--- src/rtl/prio_reg_pkg.sv ---
package prio_reg_pkg;

  typedef enum logic [1:0] {
    ADJ_HOLD = 2'd0,
    ADJ_UP   = 2'd1,
    ADJ_DOWN = 2'd2
  } adj_e;

  // Compare a measured cycle count with the target.
  function automatic adj_e cmp_target(input logic [31:0] meas, input logic [31:0] tgt);
    if (meas > tgt)      return ADJ_UP;
    else if (meas < tgt) return ADJ_DOWN;
    else                 return ADJ_HOLD;
  endfunction

endpackage

--- src/rtl/prio_outst_tracker.sv ---
module prio_outst_tracker #(
  parameter int OUTST_W = 8,
  parameter int CNT_W   = 16
) (
  input  logic               clk,
  input  logic               rst,
  input  logic               issue,
  input  logic               done,
  output logic               busy,
  output logic [CNT_W-1:0]   age
);
  localparam logic [OUTST_W-1:0] OMAX = {OUTST_W{1'b1}};
  localparam logic [CNT_W-1:0]   CMAX = {CNT_W{1'b1}};

  logic [OUTST_W-1:0] outst_q;
  logic [CNT_W-1:0]   age_q;
  logic               inc, dec;

  always_comb begin
    inc = issue && (outst_q != OMAX);
    dec = done && (outst_q != '0);
  end

  always_ff @(posedge clk) begin
    if (rst) begin
      outst_q <= '0;
      age_q   <= '0;
    end else begin
      outst_q <= outst_q + OUTST_W'(inc) - OUTST_W'(dec);
      if (dec || outst_q == '0)
        age_q <= '0;
      else if (age_q != CMAX)
        age_q <= age_q + 1'b1;
    end
  end

  assign busy = (outst_q != '0);
  assign age  = age_q;

  // an accept without a completion grows the outstanding count by one
  p_outst_up_r11: assert property (@(posedge clk) disable iff (rst)
    (issue && !done && outst_q != OMAX) |=> (outst_q == $past(outst_q) + 1'b1));

  // a completion without an accept shrinks a non-zero count by one
  p_outst_dn_r11: assert property (@(posedge clk) disable iff (rst)
    (!issue && done && outst_q != '0) |=> (outst_q == $past(outst_q) - 1'b1));

  // age restarts after a completion
  p_age_restart_r4: assert property (@(posedge clk) disable iff (rst)
    (done && busy) |=> (age_q == '0));

endmodule

--- src/rtl/prio_gap_timer.sv ---
module prio_gap_timer #(
  parameter int CNT_W = 16
) (
  input  logic             clk,
  input  logic             rst,
  input  logic             issue,
  output logic [CNT_W-1:0] gap
);
  localparam logic [CNT_W-1:0] CMAX = {CNT_W{1'b1}};

  logic [CNT_W-1:0] gap_q;

  always_ff @(posedge clk) begin
    if (rst || issue)
      gap_q <= '0;
    else if (gap_q != CMAX)
      gap_q <= gap_q + 1'b1;
  end

  assign gap = gap_q;

  // the gap count is zero in the cycle after an accept
  p_gap_clear_r5: assert property (@(posedge clk) disable iff (rst)
    issue |=> (gap_q == '0));

endmodule

--- src/rtl/prio_accum.sv ---
module prio_accum
  import prio_reg_pkg::*;
#(
  parameter int INT_W  = 4,
  parameter int FRAC_W = 12,
  parameter int KI_W   = 3
) (
  input  logic             clk,
  input  logic             rst,
  input  logic             active,
  input  adj_e             adj,
  input  logic [KI_W-1:0]  ki,
  input  logic [INT_W-1:0] prog,
  output logic [INT_W-1:0] level
);
  localparam int ACC_W = INT_W + FRAC_W;
  localparam logic [ACC_W-1:0] ACC_MAX = {ACC_W{1'b1}};

  logic [ACC_W-1:0] acc_q, acc_d, step;

  always_comb begin
    step  = ACC_W'(1) << ki;
    acc_d = acc_q;
    if (!active) begin
      acc_d = {prog, {FRAC_W{1'b0}}};
    end else begin
      case (adj)
        ADJ_UP:   acc_d = (acc_q > ACC_MAX - step) ? ACC_MAX : acc_q + step;
        ADJ_DOWN: acc_d = (acc_q < step) ? '0 : acc_q - step;
        default:  acc_d = acc_q;
      endcase
    end
  end

  always_ff @(posedge clk) begin
    if (rst) acc_q <= {prog, {FRAC_W{1'b0}}};
    else     acc_q <= acc_d;
  end

  assign level = acc_q[ACC_W-1:FRAC_W];

  // while regulation is off the accumulator reloads the programmed value
  p_load_prog_r10: assert property (@(posedge clk) disable iff (rst)
    !active |=> (acc_q == {$past(prog), {FRAC_W{1'b0}}}));

  // an unsaturated rise moves by exactly one step
  p_step_up_r8: assert property (@(posedge clk) disable iff (rst)
    (active && adj == ADJ_UP && acc_q <= ACC_MAX - step)
      |=> (acc_q == $past(acc_q) + $past(step)));

  // saturation at the top
  p_sat_hi_r9: assert property (@(posedge clk) disable iff (rst)
    (active && adj == ADJ_UP && acc_q == ACC_MAX) |=> (acc_q == ACC_MAX));

  // saturation at the bottom
  p_sat_lo_r9: assert property (@(posedge clk) disable iff (rst)
    (active && adj == ADJ_DOWN && acc_q == '0) |=> (acc_q == '0));

endmodule

--- src/rtl/prio_regulator.sv ---
module prio_regulator
  import prio_reg_pkg::*;
#(
  parameter int PRIO_W  = 4,
  parameter int FRAC_W  = 12,
  parameter int KI_W    = 3,
  parameter int CNT_W   = 16,
  parameter int OUTST_W = 8
) (
  input  logic              clk,
  input  logic              rst,
  input  logic              req_valid,
  input  logic              req_ready,
  input  logic              rsp_done,
  input  logic [PRIO_W-1:0] req_prio_in,
  input  logic              cfg_override_en,
  input  logic              cfg_reg_en,
  input  logic              cfg_period_mode,
  input  logic              cfg_quiesce_high,
  input  logic [PRIO_W-1:0] cfg_prog_prio,
  input  logic [CNT_W-1:0]  cfg_target,
  input  logic [KI_W-1:0]   cfg_ki,
  output logic [PRIO_W-1:0] req_prio_out
);
  logic              issue, busy, active;
  logic [CNT_W-1:0]  age, gap;
  logic [PRIO_W-1:0] level;
  adj_e              adj;

  assign issue  = req_valid && req_ready;
  assign active = cfg_override_en && cfg_reg_en;

  prio_outst_tracker #(.OUTST_W(OUTST_W), .CNT_W(CNT_W)) u_track (
    .clk(clk), .rst(rst), .issue(issue), .done(rsp_done), .busy(busy), .age(age)
  );

  prio_gap_timer #(.CNT_W(CNT_W)) u_gap (
    .clk(clk), .rst(rst), .issue(issue), .gap(gap)
  );

  always_comb begin
    adj = ADJ_HOLD;
    if (!cfg_period_mode) begin
      if (busy) adj = cmp_target(32'(age), 32'(cfg_target));
    end else begin
      if (busy)                  adj = cmp_target(32'(gap), 32'(cfg_target));
      else if (cfg_quiesce_high) adj = ADJ_UP;
    end
  end

  prio_accum #(.INT_W(PRIO_W), .FRAC_W(FRAC_W), .KI_W(KI_W)) u_acc (
    .clk(clk), .rst(rst), .active(active), .adj(adj),
    .ki(cfg_ki), .prog(cfg_prog_prio), .level(level)
  );

  always_comb begin
    if (!cfg_override_en) req_prio_out = req_prio_in;
    else if (!cfg_reg_en) req_prio_out = cfg_prog_prio;
    else                  req_prio_out = level;
  end

  // idle normal-period regulation leaves the level untouched
  p_idle_hold_r6: assert property (@(posedge clk) disable iff (rst)
    (active && cfg_period_mode && !cfg_quiesce_high && !busy) |=> $stable(level));

  // latency measure with nothing outstanding holds the level
  p_lat_idle_r11: assert property (@(posedge clk) disable iff (rst)
    (active && !cfg_period_mode && !busy) |=> $stable(level));

endmodule

--- config.mk ---
export PLATFORM = sky130hd
export DESIGN_NAME = prio_regulator
export DESIGN_NICKNAME = d
export VERILOG_FILES = /design/src/rtl/prio_reg_pkg.sv /design/src/rtl/prio_outst_tracker.sv /design/src/rtl/prio_gap_timer.sv /design/src/rtl/prio_accum.sv /design/src/rtl/prio_regulator.sv
export SDC_FILE = /design/constraint.sdc
export NUM_CORES = 1
export LEC_CHECK = 0
export BUFFER_PORTS_ARGS = -buffer_cell sky130_fd_sc_hd__buf_2
export CAP_MARGIN = 40
export CORE_MARGIN = 10
export CORE_UTILIZATION = 56
export CTS_CLUSTER_SIZE = 8
export DETAILED_ROUTE_END_ITERATION = 7
export PLACE_DENSITY = 0.8
export SKIP_CTS_REPAIR_TIMING = 1
export SLEW_MARGIN = 20
export SYNTH_ARGS = -nofsm -noshare
export SYNTH_HDL_FRONTEND = slang
export SYNTH_SLANG_ARGS = --single-unit
--- constraint.sdc ---
create_clock -name clk -period 4.4 [get_ports clk]
set_input_delay 0.88 -clock clk [delete_from_list [all_inputs] [get_ports clk]]
set_output_delay 0.88 -clock clk [all_outputs]
set_load 0.02 [all_outputs]
Yosys cells after proc, flatten, opt, wreduce, memory -nomap -nowiden
Index checks and enable logic that the tools add are counted.
- bits in registers: 56
- output and inout port bits: 4
- logic and storage cells: 52
- add/subtract/negate cells: 7
- order comparisons: 6
- equal/unequal tests: 6
- shifts and indexed selects: 1
- mux-type cells: 15
- bitwise gates (word level): 1
- reductions and logical operators: 11
- operator list (kind ; count):
    $mux 16 ; 4
    $gt 16x16->1 ; 3
    $lt 16x16->1 ; 3
    $add 16x1->16 const B ; 2
    $ne 16x16->1 const B ; 2
    $pmux 16 s2 ; 1
    $add 16x16->16 ; 1
    $shl 1x3->16 const A ; 1
    $sub 16x16->16 ; 1
    $sub 16x16->16 const A ; 1
    $mux 2 ; 7
    $add 8x1->8 ; 1
    $logic_not 8->1 ; 1
    $mux 4 ; 2
    $ne 8x8->1 const B ; 1
    $reduce_bool 8->1 ; 1
    $sub 8x1->8 ; 1
    $logic_and 1x1->1 ; 4
    $ne 4x4->1 const B ; 1
    $reduce_or 2->1 ; 2
    $eq 2x1->1 const B ; 1
    $eq 2x2->1 const B ; 1
    $logic_or 1x1->1 ; 2
    $reduce_bool 2->1 ; 1
    2 further kinds ; 2

Depth between registers and ports, before layout
Gate-level depths: netlist of the first run.
- depth after elaboration: 9
- mapped depth: 19
- gate-level depth less buffers: 17

Modules after synthesis
Synthesis of the first run repeated with hierarchy kept, for this count alone.
- cells, all modules: 661
- area, all modules: 5253.8 um^2
- modules (own cells, without submodules) (module ; times used ; cells an instance ; area each (um^2)):
    prio_accum ; 1 ; 266 ; 2021.9
    prio_outst_tracker ; 1 ; 177 ; 1522.7
    prio_regulator ; 1 ; 123 ; 878.3
    prio_gap_timer ; 1 ; 95 ; 830.8

Worst setup path after synthesis of the first run
Ideal clock, no wire load.
- path kind: input -> register
- from: input cfg_target[9]
- to: register u_acc.acc_q[10]
- arrival: 4105 ps
- required time: 4330 ps
- setup slack: 226 ps
- stages on the path: 19
- buffers on the path: 2
- cell sequence: inv_1 > ha_1 > a21o_1 > a21oi_1 > o21ai_0 > a2111oi_0 > a21oi_1 > a32o_1 > a21oi_1 > ha_1 > buf_2 > clkinv_1 > a211oi_1 > a21o_1 > buf_6 > o21ai_2 > a21oi_1 > o221ai_1 > a21oi_1
- word-level cells in the longest chain between the ends: 7
- elaborated cells between the ends (all ways): 15
- those cells by class: 4 x order compare; 2 x eq/ne; 8 x mux; 1 x reduce/logical
- ends and longest elaborated chain (what ; RTL line ; RTL):
    from (decl) ; prio_regulator.sv:21 ; input logic [CNT_W-1:0] cfg_target,
    $lt 16x16->1 ; prio_reg_pkg.sv:12 ; else if (meas < tgt) return ADJ_DOWN;
    $mux 2 ; prio_reg_pkg.sv:12 ;
    $mux 2 ; prio_reg_pkg.sv:11 ; if (meas > tgt) return ADJ_UP;
    $mux 2 (on tied branches) ; prio_regulator.sv:44, prio_regulator.sv:46 ;
    $mux 2 (*) ; prio_regulator.sv:43 ; if (!cfg_period_mode) begin
    $eq 2x2->1 / $eq 2x1->1 (equally long branches) ; prio_accum.sv:27 ; case (adj)
    $pmux 16 s2 / $reduce_bool 2->1 (equally long branches) ; -- ;
    to (signal assigned) ; prio_accum.sv:36 ; if (rst) acc_q <= {prog, {FRAC_W{1'b0}}};
    to (decl) ; prio_accum.sv:19 ; logic [ACC_W-1:0] acc_q, acc_d, step;
Every way passes the cells marked *; elsewhere a longest branch is shown, timed or not.
A chain may end at the register's enable or synchronous reset.

Worst setup path in the final report of the first run
Ends and elaborated chain as after synthesis.

==> key figures, run 1 <==
Status
  • Status: finished, final reports clean

Finish
  • Layout area overhead: 8.12%
  • Non-Filler Instances: roughly 770
  • Inserted Diodes: 0
  • Final Cell Area: 0.00536 mm2
  • Commonest non-fill, non-tap cell in the layout: nor2_1
  • Final #Nets: 761
  • Highest-count cells in the layout ignoring fill and taps: 80 x nor2_1, 65 x ha_1, 52 x dfxtp_1
  • Final core occ: 61.8%
  • Layout cells sized above 1: ~12%

Yosys
  • #FFs+latches synth: 56
  • Ranking of synthesized cells by area: dfxtp_1 21%, ha_1 16%, nor2_1 6.1%, a21oi_1 4.9%, inv_1 3.7%
  • Synth warn: 0
  • Syn Inst Count: about 630
  • Post-synth top area cell: dfxtp_1
  • Distinct cell type count after synthesis: 74
  • Post-Syn Nets: approximately 730
  • EDFF count, synth: 4
  • Yosys top cell area share: 21.0%
  • Ys flop type: dfxtp_1
  • Post-synthesis area per instance: 7.91 um2
  • FFs w/ async S/R, synth: 0%
  • Mapped Area: 0.00496 mm2
  • Seq/Total Area, Yosys: about a quarter

STA
  • Final setup vio count: 0
  • Final TNS setup: 0 ns
  • Final Skew: 0.00948 ns
  • Final WS setup: 0.382 ns
  • Slew Viols, Final: 0
  • Min Tclk post-route: 4.02 ns
  • Crit share post-route: 91.3%
  • Relative slew slack: 59.5%
  • Max Freq: 249 MHz
  • Least-Margin Pin Slew: 0.607 ns
  • Final hold vios: 0
  • RSZ-0062 raised after global routing: false

Die
  • Core area: a little under 0.009 mm2
  • Die X: 114 um
  • Die H: 114 um
  • Rows: 34
  • Die area: 0.0130 mm2
  • IO Pins: 40
  • Initial Util: 57.2%

Setup path
  • Worst EP arrival: ~4.3 ns
  • Crit end category: flip-flop
  • CP Data Required Time: 4.65 ns
  • CP Max Fanout: 5
  • CP Launch Type: input port
  • Register-to-Register Setup Slack: 0.69 ns
  • Setup CP Type: input port to flip-flop

Detailed routing
  • Post-Route WL: about 12000 um
  • Starting DRT DRC Count: 483
  • ANT nets after route: 0
  • DRC: 0
  • Via count: 4771
  • Detailed Routing Iterations Pass 1: 6
  • WL/cell: between 15 and 20 um
  • Via density: 6.23

Pwr
  • Sw frac: approximately 43%
  • Combinational fraction of design power: 53.0%
  • Clock share of power: 16.4%
  • Power Internal: around 1.2 mW
  • Leakage: approximately 2.3 nW
  • Pwr Density: 392 mW/mm2
  • Switch Pwr: about 900 uW
  • Worst IR Drop VDD: 249 uV
  • Flop pwr share: 30.6%

Clock network
  • Clock sinks: between 50 and 60
  • Worst skew pair latency: 0.32 ns
  • Root Driver: clkbuf_8
  • Worst-path clk slew: 0.11 ns
  • CTS Buf Count: 5
  • CTS tree: done
  • Clock H-tree levels: 2
  • Bufs on Longest Clock Path: 2

Hold path
  • Worst Hold Class: flip-flop to flip-flop

Global routing
  • Vias in the first global route: 4503
  • First-pass GRT wire length: roughly 20000 um
  • Initial antenna violation count: 0
  • Gr ovfl total: 0
  • Largest net degree at the start of global routing: 18
  • Total Routing Usage GR: 18.1%

Flow run
  • Reported max-cap violation count: 0

Place
  • # placed instances: ~760
  • Post-DP HPWL: 9570 um
  • Setup WS pre-CTS: 0.163 ns
  • Port buffer count: 39
  • Placed Instance Area: around 0.0052 mm2
  • Gpl congestion: 0.946
## flip-flops by register name (all words and copies together), names as in the netlist
signal,flops
u_gap.gap,16
u_track.age,16
u_acc.acc_q,16
u_track.outst_q,8
## path summary, 6_finish.rpt
| kind | to | cells past startpoint | start |
|---|---|---|---|
| max | u_acc.acc_q[10] | 18 | cfg_target[9] |
| min reg2reg | u_track.age[2] | 2 | u_track.age[2] |
| min | u_track.age[2] | 2 | u_track.age[2] |
| max reg2reg | u_acc.acc_q[10] | 16 | u_gap.gap[9] |
## critical path: stages
cell,delay [ns]
buf_2,0.07
inv_1,0.05
ha_1,0.31
a21o_1,0.18
a21oi_1,0.14
o21ai_0,0.10
a2111oi_0,0.45
a21oi_1,0.16
a32o_1,0.22
a21oi_1,0.12
ha_1,0.23
clkinv_1,0.12
a211oi_1,0.31
a21o_1,0.29
o21ai_2,0.08
a21oi_1,0.22
o221ai_1,0.17
a21oi_1,0.16
## per-layer routing
layer	share of wire, %	global-route usage [%]	vias up
met3	7.9	3.14	39
met5	0	0	-
met4	2.5	6.68	0
met2	46	29.8	228
li1	-	-	2294
met1	43	23.0	2210
## area by class of cell
cell class / instances / area [um2]
multi-input combinational: 495 / 3490
fill: 745 / 3310
sequential: 56 / 1160
timing repair buffer: 49 / 270
inverter: 50 / 188
tap: 108 / 135
clock buffer: 7 / 108
clock inverter: 1 / 8.76
## synthesized netlist by cell type (4+ instances only)
| master | n |
|---|---|
| dfxtp_1 | 52 |
| nand2b_1 | 5 |
| xnor2_1 | 21 |
| o21a_1 | 5 |
| a21o_1 | 8 |
| and4_1 | 7 |
| buf_2 | 8 |
| mux2i_1 | 10 |
| nor3_1 | 20 |
| xor2_1 | 15 |
| nor2_1 | 80 |
| nand4_1 | 11 |
| and3_1 | 7 |
| a211oi_1 | 10 |
| inv_1 | 49 |
| edfxtp_1 | 4 |
| or3_1 | 8 |
| nand2_1 | 30 |
| o21ai_0 | 26 |
| nor2b_1 | 12 |
| ha_1 | 65 |
| a31oi_1 | 6 |
| clkbuf_1 | 16 |
| nand3_1 | 25 |
| a21oi_1 | 49 |
## logic make-up after synthesis
logic type                 share of synthesized area, %
and+or+nand+nor                                    24.1
muxes                                              2.24
buffers and inverters                              6.18
xor gates and xnor gates                           6.36
DFF                                                23.4
adders and majority gates                          17.6
AOI/OAI and AO/OA                                  20.1
## metrics by stage
| stage | power (mW) | hold WS [ns] |
|---|---|---|
| 2_1_floorplan | 1.47 | 0.476 |
| 3_3_place_gp | 1.69 | 0.503 |
| 3_5_place_dp | 1.74 | 0.539 |
| 4_1_cts | 2.08 | 0.548 |
| 5_1_grt | 2.25 | 0.575 |
| 6_report | 2.10 | 0.559 |
## power by group through the flow
| stage | Sequential, mW | Combinational [mW] | Clock [mW] |
|---|---|---|---|
| 4_1_cts | 0.641 | 1.09 | 0.352 |
| 6_report | 0.644 | 1.12 | 0.345 |
| 2_1_floorplan | 0.628 | 0.846 | 0 |
| 3_3_place_gp | 0.648 | 1.04 | 0 |
| 5_1_grt | 0.654 | 1.23 | 0.370 |
| 3_5_place_dp | 0.652 | 1.08 | 0 |
Note: power is estimated with default switching activity, not from simulation.
==> run 2: changes to the inputs <==
- ABC_AREA: not set -> 1
==> key figures, run 2 <==
Status
  • Status: finished, final reports clean (unchanged)

Hold path
  • Worst Hold Class: flip-flop to flip-flop (unchanged)

Detailed routing
  • Post-Route WL: 13500 um (was 12200 um)
  • Via count: 5352 (was 4771)
  • Starting DRT DRC Count: 444 (was 483)
  • ANT nets after route: 0 (unchanged)
  • Detailed Routing Iterations Pass 1: 5 (was 6)
  • Via density: 5.52 (was 6.23)
  • DRC: 0 (unchanged)
  • WL/cell: 14.0 um (was 15.9 um)

Yosys
  • Mapped Area: 0.00538 mm2 (was 0.00496 mm2)
  • Mux contribution to synthesized area: 0% (was 2.24%)
  • Post-synthesis simple-gate area fraction: 31.7% (was 24.1%)
  • EDFF count, synth: 4 (unchanged)
  • Post-synthesis adder-cell area fraction: 16.2% (was 17.6%)
  • Syn Inst Count: 809 (was 627)
  • Seq/Total Area, Yosys: 21.6% (was 23.4%)
  • Post-synthesis compound-gate area fraction: 15.7% (was 20.1%)
  • Ys flop type: dfxtp_1 (unchanged)
  • Post-Syn Nets: 913 (was 731)
  • Synth Area in XOR/XNOR: 2.77% (was 6.36%)
  • Distinct cell type count after synthesis: 51 (was 74)
  • Synth cell count leaders: 146 x nand2_1, 130 x inv_1, 72 x nor2_1, 65 x ha_1, 61 x a21oi_1 (was 80 x nor2_1, 65 x ha_1, 52 x dfxtp_1, 49 x a21oi_1, 49 x inv_1)
  • Most numerous cell in the Yosys netlist: nand2_1 (was nor2_1)
  • FFs w/ async S/R, synth: 0% (unchanged)
  • Largest family of logic cells by synthesized area: simple AND/OR/NAND/NOR gates (unchanged)
  • Ranking of synthesized cells by area: dfxtp_1 19%, ha_1 15%, nand2_1 10%, inv_1 9.1%, a21oi_1 5.7% (was dfxtp_1 21%, ha_1 16%, nor2_1 6.1%, a21oi_1 4.9%, inv_1 3.7%)
  • #FFs+latches synth: 56 (unchanged)
  • Synth warn: 0 (unchanged)
  • Post-synthesis area per instance: 6.65 um2 (was 7.91 um2)
  • Post-synth top area cell: dfxtp_1 (unchanged)
  • Yosys top cell area share: 19.3% (was 21.0%)

STA
  • Final TNS setup: 0 ns (unchanged)
  • Max Freq: 309 MHz (was 249 MHz)
  • Least-Margin Pin Slew: 0.650 ns (was 0.607 ns)
  • Slew Viols, Final: 0 (unchanged)
  • Final WS setup: 1.16 ns (was 0.382 ns)
  • Final setup vio count: 0 (unchanged)
  • Min Tclk post-route: 3.24 ns (was 4.02 ns)
  • Final hold vios: 0 (unchanged)
  • Relative slew slack: 56.7% (was 59.5%)
  • Final Skew: 0.00994 ns (was 0.00948 ns)
  • Crit share post-route: 73.5% (was 91.3%)
  • RSZ-0062 raised after global routing: false (unchanged)

Die
  • IO Pins: 40 (unchanged)
  • Rows: 35 (was 34)
  • Die area: 0.0139 mm2 (was 0.0130 mm2)
  • Die H: 118 um (was 114 um)
  • Core area: 0.00928 mm2 (was 0.00868 mm2)
  • Die X: 118 um (was 114 um)
  • Initial Util: 58.0% (was 57.2%)

Pwr
  • Final Total Pwr: 1.84 mW (was 2.10 mW)
  • Clock share of power: 16.0% (was 16.4%)
  • Sw frac: 45.1% (was 42.7%)
  • Flop pwr share: 34.2% (was 30.6%)
  • Leakage: 3.02 nW (was 2.34 nW)
  • Pwr Density: 321 mW/mm2 (was 392 mW/mm2)
  • Switch Pwr: 829 uW (was 899 uW)
  • Combinational fraction of design power: 49.8% (was 53.0%)
  • Power Internal: 1.01 mW (was 1.21 mW)
  • Worst IR Drop VDD: 326 uV (was 249 uV)

Clock network
  • CTS Buf Count: 5 (unchanged)
  • Worst skew pair latency: 0.32 ns (about the same)
  • Clock H-tree levels: 2 (unchanged)
  • Clock sinks: 56 (unchanged)
  • Worst-path clk slew: 0.11 ns (about the same)
  • CTS tree: done (unchanged)
  • Root Driver: clkbuf_8 (unchanged)
  • Bufs on Longest Clock Path: 2 (unchanged)

Flow run
  • Reported max-cap violation count: 0 (unchanged)

Setup path
  • CP Max Fanout: 18 (was 5)
  • Setup CP Type: input port to flip-flop (unchanged)
  • Worst EP arrival: 3.47 ns (was 4.27 ns)
  • CP Launch Type: input port (unchanged)
  • CP Data Required Time: 4.63 ns (was 4.65 ns)
  • Crit end category: flip-flop (unchanged)

Finish
  • Layout cells sized above 1: 12.0% (about the same)
  • Inserted Diodes: 0 (unchanged)
  • Final #Nets: 943 (was 761)
  • Layout area overhead: 6.53% (was 8.12%)
  • Highest-count cells in the layout ignoring fill and taps: 146 x nand2_1, 130 x inv_1, 72 x nor2_1 (was 80 x nor2_1, 65 x ha_1, 52 x dfxtp_1)
  • Commonest non-fill, non-tap cell in the layout: nand2_1 (was nor2_1)

Global routing
  • Gr ovfl total: 0 (unchanged)
  • Vias in the first global route: 5118 (was 4503)
  • Largest net degree at the start of global routing: 19 (was 18)
  • Total Routing Usage GR: 19.2% (was 18.1%)
  • First-pass GRT wire length: 23400 um (was 20400 um)
  • Initial antenna violation count: 0 (unchanged)

Place
  • Post-DP HPWL: 10900 um (was 9570 um)
  • Port buffer count: 39 (unchanged)
  • Setup WS pre-CTS: 0.887 ns (was 0.163 ns)
  • Gpl congestion: 0.984 (was 0.946)
-- run 2: changes by cell type after synthesis, sizes merged, moves of 8 or more --
cell    before  now
nand2       30  155
inv         49  143
nand3       25   64
o21ai       30   56
xnor2       21    3
a21oi       50   66
clkbuf      16    3
nor2b       12    0
mux2i       10    0
a211oi      10    2
or3          8    0
-- run 2: path summary, 6_finish.rpt --
kind                      start            endpoint  slack [ns]  depth (start not counted)
max               cfg_target[3]      u_acc.acc_q[3]        1.16                         15
min                u_gap.gap[0]        u_gap.gap[0]        0.53                          1
max reg2reg  u_track.outst_q[6]  u_track.outst_q[6]        1.48                         18
min reg2reg        u_gap.gap[0]        u_gap.gap[0]        0.53                          1
-- run 2: critical path: stages --
cell and delay (ns):
buf_2 0.09, inv_1 0.06, ha_1 0.29, nand2_1 0.07, o21ai_0 0.15, a21oi_1 0.10, o21ai_0 0.22, a21oi_1 0.09
a21boi_0 0.13, ha_1 0.44, clkinv_1 0.49, nor2_1 0.23, nor2_1 0.08, nand2_1 0.09, inv_1 0.03
-- run 2: kinds of logic after synthesis --
| group | after synthesis |
|---|---|
| buffers and inverters | 161 |
| xor gates and xnor gates | 17 |
| adders and majority gates | 68 |
| DFF | 56 |
| AOI/OAI and AO/OA | 149 |
| and+or+nand+nor | 358 |
-- run 2: metrics by stage --
step / hold slack, ns / util [%] / cell area, um2 / cells
3_3_place_gp: 0.493 / 60.8 / 5640 / 961
5_1_grt: 0.548 / 61.7 / 5730 / 969
6_report: 0.529 / 61.7 / 5730 / 969
2_1_floorplan: 0.459 / - / 5380 / 809
3_5_place_dp: 0.506 / 60.8 / 5640 / 961
4_1_cts: 0.531 / 61.7 / 5730 / 969
-- run 2: area by class of cell --
cell class                 instances  area (um2)
fill                             901        3550
tap                              129         161
inverter                         144         543
timing repair buffer              40         203
multi-input combinational        592        3570
clock inverter                     2        16.3
clock buffer                       6        72.6
sequential                        56        1160
-- run 2: power groups by stage --
stage | clock (mW) | combinational (mW) | sequential (mW)
final | 0.294 | 0.915 | 0.629
after global placement | 0 | 0.864 | 0.635
after detailed placement | 0 | 0.897 | 0.639
after global routing | 0.324 | 1.04 | 0.638
after CTS | 0.303 | 0.902 | 0.628
after floorplan | 0 | 0.717 | 0.620
-- run 2: routing by layer --
metal / vias up / GRT usage (%) / wire length [um]
met5: - / 0 / 0
met4: 0 / 4.33 / 167
met3: 16 / 3.12 / 1050
met2: 205 / 33.4 / 6450
met1: 2417 / 24.2 / 5880
li1: 2714 / - / -
==> run 3: changes to the inputs <==
- CORE_UTILIZATION: 56 -> 60
- PLACE_DENSITY: 0.8 -> 0.82
- clock period: 4.4 -> 3.4 ns (I/O delays scaled with it)
==> key figures, run 3 (synthesis gave the netlist of run 2 again) <==
Setup path
  • CP Max Fanout: 12 (was 18)
  • Crit-path max cell delay: 0.53 ns (was 0.49 ns)
  • R2r startpoint: u_track.outst_q[6] (unchanged)
  • Crit end category: flip-flop (unchanged)
  • CP Launch Type: input port (unchanged)
  • Reg2Reg Depth: 18 (unchanged)
  • CP Data Required Time: 3.62 ns (was 4.63 ns)
  • Reg-to-reg endpoint: u_track.outst_q[6] (unchanged)
  • Slowest-stage cell, CP: ha_1 (was clkinv_1)
  • Critical path cell sequence: buf_2, inv_2, nor3_1, inv_1, ha_1, inv_2, a21oi_2, nand2_1, nand2_1, nand2_1, nand3_2, inv_1, o21ai_0, nand3_1, nand2_1, inv_1 (was buf_2, inv_1, ha_1, nand2_1, o21ai_0, a21oi_1, o21ai_0, a21oi_1, a21boi_0, ha_1, clkinv_1, nor2_1, nor2_1, nand2_1, inv_1)
  • Register-to-Register Setup Slack: 0.47 ns (was 1.48 ns)
  • Worst EP arrival: 3.19 ns (was 3.47 ns)
  • CP Launch Point: cfg_ki[1] (was cfg_target[3])
  • Setup CP Type: input port to flip-flop (unchanged)
  • Most common cell on crit path: nand2_1

Die
  • Core area: 0.00872 mm2 (was 0.00928 mm2)
  • Die area: 0.0132 mm2 (was 0.0139 mm2)
  • Die X: 115 um (was 118 um)
  • Rows: 34 (was 35)
  • Die H: 115 um (was 118 um)
  • Initial Util: 61.7% (was 58.0%)
  • IO Pins: 40 (unchanged)

Finish
  • Multi-input logic area: 0.00357 mm2 (unchanged)
  • Highest-count cells in the layout ignoring fill and taps: 146 x nand2_1, 130 x inv_1, 72 x nor2_1 (unchanged)
  • Inserted Diodes: 0 (unchanged)
  • FILL cells: 798 (was 901)
  • Final core occ: 65.6% (was 61.7%)
  • Register area: 0.00116 mm2 (unchanged)
  • Layout area overhead: 6.33% (was 6.53%)
  • Commonest non-fill, non-tap cell in the layout: nand2_1 (unchanged)
  • Layout cells sized above 1: 12.4% (was 12.0%)
  • Final #Nets: 945 (was 943)

Global routing
  • Met1 Track Usage GR: 26.5% (was 24.2%)
  • Gr ovfl total: 0 (unchanged)
  • Initial antenna violation count: 0 (unchanged)
  • Largest net degree at the start of global routing: 19 (unchanged)
  • First-pass GRT wire length: 23300 um (was 23400 um)
  • Global Route met2 Usage: 36.2% (was 33.4%)
  • Met3 Use GR: 2.67% (was 3.12%)
  • Total Routing Usage GR: 20.8% (was 19.2%)
  • Grt peak-use layer: met2 (unchanged)
  • Vias in the first global route: 5236 (was 5118)

Hold path
  • Worst Hold Endpoint: u_gap.gap[3] (was u_gap.gap[0])
  • Worst Hold Class: flip-flop to flip-flop (unchanged)
  • Hold depth: 1 (unchanged)
  • Hold Path Origin: u_gap.gap[3] (was u_gap.gap[0])

STA
  • Min Tclk post-route: about 3.0 ns
  • Final Skew: 0.0163 ns (was 0.00994 ns)
  • Final setup vio count: 0 (unchanged)
  • Max Freq: between 300 and 400 MHz
  • Relative slew slack: 57.4% (was 56.7%)
  • Least-Margin Pin Slew: 0.638 ns (was 0.650 ns)
  • RSZ-0062 raised after global routing: false (unchanged)
  • Final hold vios: 0 (unchanged)
  • Crit share post-route: 87.4%
  • Slew Viols, Final: 0 (unchanged)
  • Final TNS setup: 0 ns (unchanged)

Pwr
  • Leakage: 3.04 nW (was 3.02 nW)
  • Worst IR Drop VDD: 427 uV (was 326 uV)
  • Pwr Density: 423 mW/mm2 (was 321 mW/mm2)

Clock network
  • Clock sinks: 56 (unchanged)
  • Worst-path clk slew: 0.11 ns (about the same)
  • Clock H-tree levels: 2 (unchanged)
  • CTS tree: done (unchanged)
  • CTS Buf Count: 5 (unchanged)
  • Bufs on Longest Clock Path: 2 (unchanged)
  • Worst skew pair latency: 0.32 ns (about the same)
  • Root Driver: clkbuf_8 (unchanged)

Place
  • Port buffer count: 39 (unchanged)
  • Post-DP HPWL: 11200 um (was 10900 um)
  • Gpl congestion: 1.01 (was 0.984)

Status
  • Status: finished, final reports clean (unchanged)

Detailed routing
  • Starting DRT DRC Count: 371 (was 444)
  • DRC: 0 (unchanged)
  • Via density: 5.65 (was 5.52)
  • Post-Route WL: 13800 um (was 13500 um)
  • WL/cell: 14.5 um (was 14.0 um)
  • Via count: 5370 (was 5352)
  • ANT nets after route: 0 (unchanged)
  • Detailed Routing Iterations Pass 1: 5 (unchanged)

Flow run
  • Reported max-cap violation count: 0 (unchanged)
[run 3: worst max-delay path by stage]
stage                                     to  slack, ns  cells after the start
after global placement        u_acc.acc_q[6]       0.17                     14
final                         u_acc.acc_q[6]       0.43                     16
after CTS                 u_track.outst_q[6]       0.45                     18
after detailed placement      u_acc.acc_q[6]       0.13                     14
after floorplan               u_acc.acc_q[1]       0.47                     14
after global routing          u_acc.acc_q[6]       0.15                     14
[run 3: area by class of cell]
cell class	instances	area share (%)
clock buffers	5	1.20
well taps	108	2.36
repair buffers	42	3.81
flip-flops and latches	56	20.3
clock inverters	3	0.350
multi-input cells	592	62.5
inverters	144	9.49
[run 3: critical path: cells and delay by family]
kind	cells	cell delay (ns)
simple gates	7	0.94
buf+inv	6	0.58
fa+ha+maj	1	0.53
compound gates	2	0.45
[run 3: stage by stage]
stage	hold slack (ns)	setup WS, ns	cells	cell area (um2)	power (mW)
final	0.526	0.428	950	5720	2.42
after global routing	0.547	0.153	950	5720	2.62
after CTS	0.526	0.451	950	5720	2.41
after detailed placement	0.500	0.130	942	5630	2.03
after global placement	0.485	0.168	942	5630	1.97
after floorplan	0.459	0.469	809	5380	1.73
[run 3: routing by layer]
layer	up-vias	share of wire, %
met5	-	0
met3	30	4.8
met2	140	48
met4	0	1.8
li1	2725	-
met1	2475	45
[run 3: report_power, final]
| part | internal, mW | switching (mW) | leakage [nW] | total [mW] |
|---|---|---|---|---|
| logic | 0.434 | 0.784 | 2.53 | 1.22 |
| clock network | 0.148 | 0.242 | 0.0489 | 0.390 |
| registers | 0.737 | 0.0749 | 0.464 | 0.812 |
| total | 1.32 | 1.10 | 3.04 | 2.42 |
